## config.mk

```make
export PLATFORM = sky130hd
export DESIGN_NAME = sem_cell
export DESIGN_NICKNAME = d
export VERILOG_FILES = /design/src/rtl/sem_pkg.sv /design/src/rtl/sem_count.sv /design/src/rtl/sem_waitq.sv /design/src/rtl/sem_cell.sv
export SDC_FILE = /design/constraint.sdc
export NUM_CORES = 1
export LEC_CHECK = 0
export BUFFER_PORTS_ARGS = -buffer_cell sky130_fd_sc_hd__buf_2
export CAP_MARGIN = 20
export CORE_ASPECT_RATIO = 1.2
export CORE_UTILIZATION = 54
export DETAILED_ROUTE_END_ITERATION = 6
export MAX_ROUTING_LAYER = met4
export PLACE_DENSITY = 0.79
export SLEW_MARGIN = 20
export SYNTH_ARGS = -nofsm -noshare
export SYNTH_HDL_FRONTEND = slang
export SYNTH_SLANG_ARGS = --single-unit
```

## constraint.sdc

```tcl
create_clock -name clk -period 3.55 [get_ports clk]
set_input_delay 0.1775 -clock clk [delete_from_list [all_inputs] [get_ports clk]]
set_output_delay 0.1775 -clock clk [all_outputs]
set_load 0.05 [all_outputs]
```

## src/rtl/sem_pkg.sv

```systemverilog
package sem_pkg;

    typedef enum logic [1:0] {
        VW_CTRL = 2'd0,
        VW_SYNC = 2'd1,
        VW_TRY  = 2'd2,
        VW_RSVD = 2'd3
    } view_e;

    typedef struct packed {
        logic full;
        logic empty;
    } tag_t;

    localparam int TAG_TYPE_BIT = 2;

    function automatic logic [15:0] tag_word(input tag_t t);
        logic [15:0] w;
        w = '0;
        w[0] = t.empty;
        w[1] = t.full;
        w[TAG_TYPE_BIT] = 1'b0;
        return w;
    endfunction

endpackage

```

## src/rtl/sem_count.sv

```systemverilog
module sem_count #(
    parameter int W = 16
) (
    input  logic         clk,
    input  logic         rst,
    input  logic         inc,
    input  logic         dec,
    output logic [W-1:0] count
);
    localparam logic [W-1:0] MAXV = {W{1'b1}};

    always_ff @(posedge clk) begin
        if (rst)
            count <= '0;
        else if (inc && !dec && count != MAXV)
            count <= count + 1'b1;
        else if (dec && !inc && count != '0)
            count <= count - 1'b1;
    end

    AST_SAT_HOLD: assert property (@(posedge clk) disable iff (rst)
        (inc && count == MAXV) |=> count == MAXV);
    AST_NO_UNDERFLOW: assert property (@(posedge clk) disable iff (rst)
        dec |-> count != '0);
endmodule

```

## src/rtl/sem_waitq.sv

```systemverilog
module sem_waitq #(
    parameter int N  = 8,
    parameter int TW = 3
) (
    input  logic          clk,
    input  logic          rst,
    input  logic          set_en,
    input  logic [TW-1:0] set_tid,
    input  logic          wake_en,
    output logic [N-1:0]  map,
    output logic          any,
    output logic [TW-1:0] pick
);
    always_comb begin
        pick = '0;
        for (int i = N - 1; i >= 0; i--)
            if (map[i]) pick = TW'(i);
    end

    assign any = |map;

    for (genvar g = 0; g < N; g++) begin : g_slot
        always_ff @(posedge clk) begin
            if (rst)
                map[g] <= 1'b0;
            else if (set_en && set_tid == TW'(g))
                map[g] <= 1'b1;
            else if (wake_en && pick == TW'(g))
                map[g] <= 1'b0;
        end
    end

    AST_WAKE_CLEARS: assert property (@(posedge clk) disable iff (rst)
        (wake_en && any) |=> !map[$past(pick)]);
    AST_WAKE_ONE: assert property (@(posedge clk) disable iff (rst)
        (wake_en && !set_en) |=> $countones(map) == $countones($past(map)) - 1);
endmodule

```

## src/rtl/sem_cell.sv

```systemverilog
module sem_cell
    import sem_pkg::*;
#(
    parameter int NTHR  = 8,
    parameter int CNT_W = 16,
    parameter int TID_W = $clog2(NTHR)
) (
    input  logic             clk,
    input  logic             rst,
    input  logic             req_valid,
    input  logic [TID_W-1:0] req_tid,
    input  logic             req_write,
    input  logic [1:0]       req_view,
    input  logic [CNT_W-1:0] req_data,
    output logic             rsp_valid,
    output logic [TID_W-1:0] rsp_tid,
    output logic [CNT_W-1:0] rsp_data,
    output logic             stall,
    output logic [NTHR-1:0]  blocked_map
);
    view_e            vw;
    logic             is_sem, ld, st, cz;
    logic             do_dec, do_blk, do_wake, do_inc;
    logic             ctl_rd, ctl_wr;
    logic             any_wait;
    logic [TID_W-1:0] pick_tid;
    logic [CNT_W-1:0] count;
    tag_t             tag_q;
    logic             rv_n;
    logic [TID_W-1:0] tid_n;
    logic [CNT_W-1:0] data_n;
    logic             unused_data;

    assign vw          = view_e'(req_view);
    assign unused_data = ^req_data[CNT_W-1:2];
    assign is_sem      = (vw == VW_SYNC) || (vw == VW_TRY);
    assign ld          = req_valid && !req_write && is_sem;
    assign st          = req_valid &&  req_write && is_sem;
    assign ctl_rd      = req_valid && !req_write && (vw == VW_CTRL);
    assign ctl_wr      = req_valid &&  req_write && (vw == VW_CTRL);
    assign cz          = (count == '0);
    assign do_dec      = ld && !cz;
    assign do_blk      = ld && cz && (vw == VW_SYNC);
    assign do_wake     = st && any_wait;
    assign do_inc      = st && !any_wait;

    sem_count #(.W(CNT_W)) u_count (
        .clk(clk), .rst(rst), .inc(do_inc), .dec(do_dec), .count(count)
    );

    sem_waitq #(.N(NTHR), .TW(TID_W)) u_waitq (
        .clk(clk), .rst(rst), .set_en(do_blk), .set_tid(req_tid),
        .wake_en(do_wake), .map(blocked_map), .any(any_wait), .pick(pick_tid)
    );

    always_comb begin
        rv_n   = ctl_rd || (ld && !do_blk) || do_wake;
        tid_n  = do_wake ? pick_tid : req_tid;
        data_n = '0;
        if (ctl_rd)
            data_n = CNT_W'(tag_word(tag_q));
        else if (do_wake)
            data_n = CNT_W'(1);
        else if (do_dec)
            data_n = count;
    end

    always_ff @(posedge clk) begin
        if (rst) begin
            tag_q     <= '0;
            rsp_valid <= 1'b0;
            rsp_tid   <= '0;
            rsp_data  <= '0;
            stall     <= 1'b0;
        end else begin
            if (ctl_wr) begin
                tag_q.empty <= req_data[0];
                tag_q.full  <= req_data[1];
            end
            rsp_valid <= rv_n;
            rsp_tid   <= tid_n;
            rsp_data  <= data_n;
            stall     <= do_blk;
        end
    end

    AST_WAIT_AT_ZERO: assert property (@(posedge clk) disable iff (rst)
        (|blocked_map) |-> count == '0);
    AST_LOAD_RESULT: assert property (@(posedge clk) disable iff (rst)
        (ld && !cz) |=> rsp_valid && rsp_data == $past(count));
    AST_BLOCK_MARK: assert property (@(posedge clk) disable iff (rst)
        do_blk |=> stall && !rsp_valid && blocked_map[$past(req_tid)]);
    AST_TAG_KEPT: assert property (@(posedge clk) disable iff (rst)
        (req_valid && is_sem) |=> $stable(tag_q));
    AST_RSVD_QUIET: assert property (@(posedge clk) disable iff (rst)
        (req_valid && vw == VW_RSVD) |=> !rsp_valid && !stall && $stable(count));
endmodule

```

==> flow_summary.ini <==
[worst_setup_path]
critical_path_required_ps = 3740
worstSetupPathType = flop to flop
start_kind = flop
path_cells = nor4_2, nand2_1, or3_1, buf_4, ha_1, nor2b_1, o31ai_1, a31oi_1, a311oi_1, mux2i_1, nand2_1
cp_slowest_stage_delay_ps = 400
cpLargestDelayFamily = simple AND/OR/NAND/NOR gates
crit_arrival_ps = 3450
crit_buf_inv = 1
endpoint_kind = flop
critPathMaxFanout = 17
crit_slowest_cell = a311oi_1
cp_common_cell = nand2_1

[run]
cap_violations = 0

[global_route]
grt_antenna_before_repair = 0
grt_max_degree = 33
grt_pass1_wl_um = 9380
grt_use_total = 0.244
grt_pass1_vias = 2130
grt.overflow.total = 0

[timing]
hold_viol = 0
rsz0062_at_grt = false
finalSetupViolations = 0
drv_slew = 0
period_share = 0.917
post-route-min-period_ps = 3260
whs_ps = 104
clock.fmax_mhz = 307
finClkSkew_ps = 6.58
tns_ps = 0
maxSlewHeadroom = 0.470
worst_pin_slew_ps = 789

[place]
gp_congestion = 0.888
port_buffers = 39
dp_hpwl_um = 4100
dpl.cell_count = 383

[routing]
wire_per_inst_um = 14.1
drt_iter0_markers = 195
drt-pass1-iter-count = 4
routed-via-count = 2277
final_antenna_net_count = 0
drc = 0
wirelength_um = 5510
via_per_inst = 5.82

[synth]
netlist_top_cells_area = dfxtp_1, ha_1, nor2_1
synth_cells = 290
synthTopCellsByCount = dfxtp_1, nor2_1, a21oi_1, nand2_1, ha_1
seq_area_frac_synth = 0.371
synth_compound_area_frac = 0.196
synth_top_area_frac = 0.371
synthFlopType = dfxtp_1
synthSimpleGateAreaFrac = 0.236
synth_top_cell_by_area = dfxtp_1
netlist-cell-type-count = 50
synth.most_common_cell = dfxtp_1
netlist_area_um2 = 2530
synthArstFlopShare = 0
syn_nets = 332
synth_area_per_cell_um2 = 8.74
synthXorXnorAreaFrac = 0.0346
synth-seq-cells = 47
ys_warn_count = 0
synth_top_family_by_area = simple AND/OR/NAND/NOR gates
synthAdderAreaFrac = 0.0869
muxShareOfSynthArea = 0.0395
synth_edf_count = 0

[floorplan]
rows = 26
die_h_um = 77.1
die_x_um = 64.5
initial_utilization = 0.577
core-area_um2 = 4390
io_pins = 54
dieArea_um2 = 4970

[cts]
ctsResizeCount = 0
cts.path.max_buffers = 2
cts_setup_buffers = 0
clock-sinks = 47
hold_buffers = 0
htreeDepth = 2
worstSkewPairLatency_ps = 300
cts_tree = yes
numCtsBuffers = 5
clkTransAtPathRegs_ps = 90
root_buffer = clkbuf_8

[cells_and_area]
drive_above_1_share = 0.191
nets = 376
diodes = 0
final_cells = 391
regArea_um2 = 941
multiInputGateArea_um2 = 1520
area_growth_pct = 15.7
fill_cells = 373

[run_status]
run_status = completed

[power]
vdd_drop_max_mv = 0.372
p_per_area_nw_per_um2 = 669
leakage_nw = 1.37

[min_path]
hold_path.class = input pin to flop
[worst register-to-register path: stages (launching register included)]
cell and delay (ps):
dfxtp_1 380, nor4_2 370, nand2_1 150, or3_1 330, buf_4 210, ha_1 340
nor2b_1 180, o31ai_1 300, a31oi_1 210, a311oi_1 400, mux2i_1 230, nand2_1 60
[cell type report]
type                            count  share of cell area
Timing Repair Buffer               47              0.0870
Inverter                           10              0.0128
Tap cell                           56              0.0239
Clock inverter                      3              0.0149
Clock buffer                        5              0.0235
Multi-Input combinational cell    223               0.517
Sequential cell                    47               0.321
[report_power, final]
group	switching, W	internal, W	leakage, nW
Clock	0.000180	0.000210	0.0581
Sequential	0.0000717	0.000588	0.382
Combinational	0.000502	0.000412	0.926
Total	0.000753	0.00121	1.37
[registers in the layout (all words and copies together) (netlist names)]
register       count
u_count.count     16
rsp_tid            3
tag_q              2
rsp_data          16
rsp_valid          1
stall              1
u_waitq.map        8
[metal layers]
layer / global-route usage / wire length (µm) / vias to the layer above
met2: 0.413 / 2800 / 64
li1: - / - / 1149
met5: - / 0 / -
met1: 0.281 / 2380 / 1051
met3: 0.0253 / 197 / 13
met4: 0.122 / 140 / 0
[logic make-up after synthesis]
logic type	Yosys count
AOI/OAI and AO/OA	72
adders and majority gates	17
buffers and inverters	20
and+or+nand+nor	114
DFF	47
xor gates and xnor gates	10
muxes	10
[layout by cell type, fill, tap and decap left out, drive strengths merged, types with 5 or more instances in the layout]
master | synthesis | layout
dfxtp | 47 | 47
nand3 | 10 | 10
or4 | 5 | 5
o21ai | 14 | 14
a21oi | 21 | 21
ha | 16 | 16
nand4 | 6 | 6
inv | 10 | 10
nand2 | 17 | 17
xnor2 | 5 | 5
and2 | 15 | 15
a21o | 5 | 5
mux2i | 10 | 10
buf | 3 | 47
nor2 | 30 | 30
clkbuf | 7 | 5
xor2 | 5 | 5
nor3 | 6 | 6
[path summary, 6_finish.rpt]
kind,startpoint,end,slack [ps],cells past startpoint
max,u_waitq.map[0],u_count.count[12],290,11
min,req_data[1],tag_q[1],100,3
max reg2reg,u_waitq.map[0],u_count.count[12],290,11
min reg2reg,u_count.count[14],u_count.count[14],510,2
[stage by stage]
| step | cell area (µm²) | setup slack, ps | total power [W] | util |
|---|---|---|---|---|
| after floorplan | 2530 | 233 | 0.00138 | - |
| after global routing | 2930 | 75.0 | 0.00212 | 0.668 |
| after global placement | 2810 | 341 | 0.00155 | 0.639 |
| final | 2930 | 295 | 0.00196 | 0.668 |
| after CTS | 2920 | 242 | 0.00196 | 0.665 |
| after detailed placement | 2810 | 280 | 0.00157 | 0.639 |
Power figures use the tool's default switching activity.
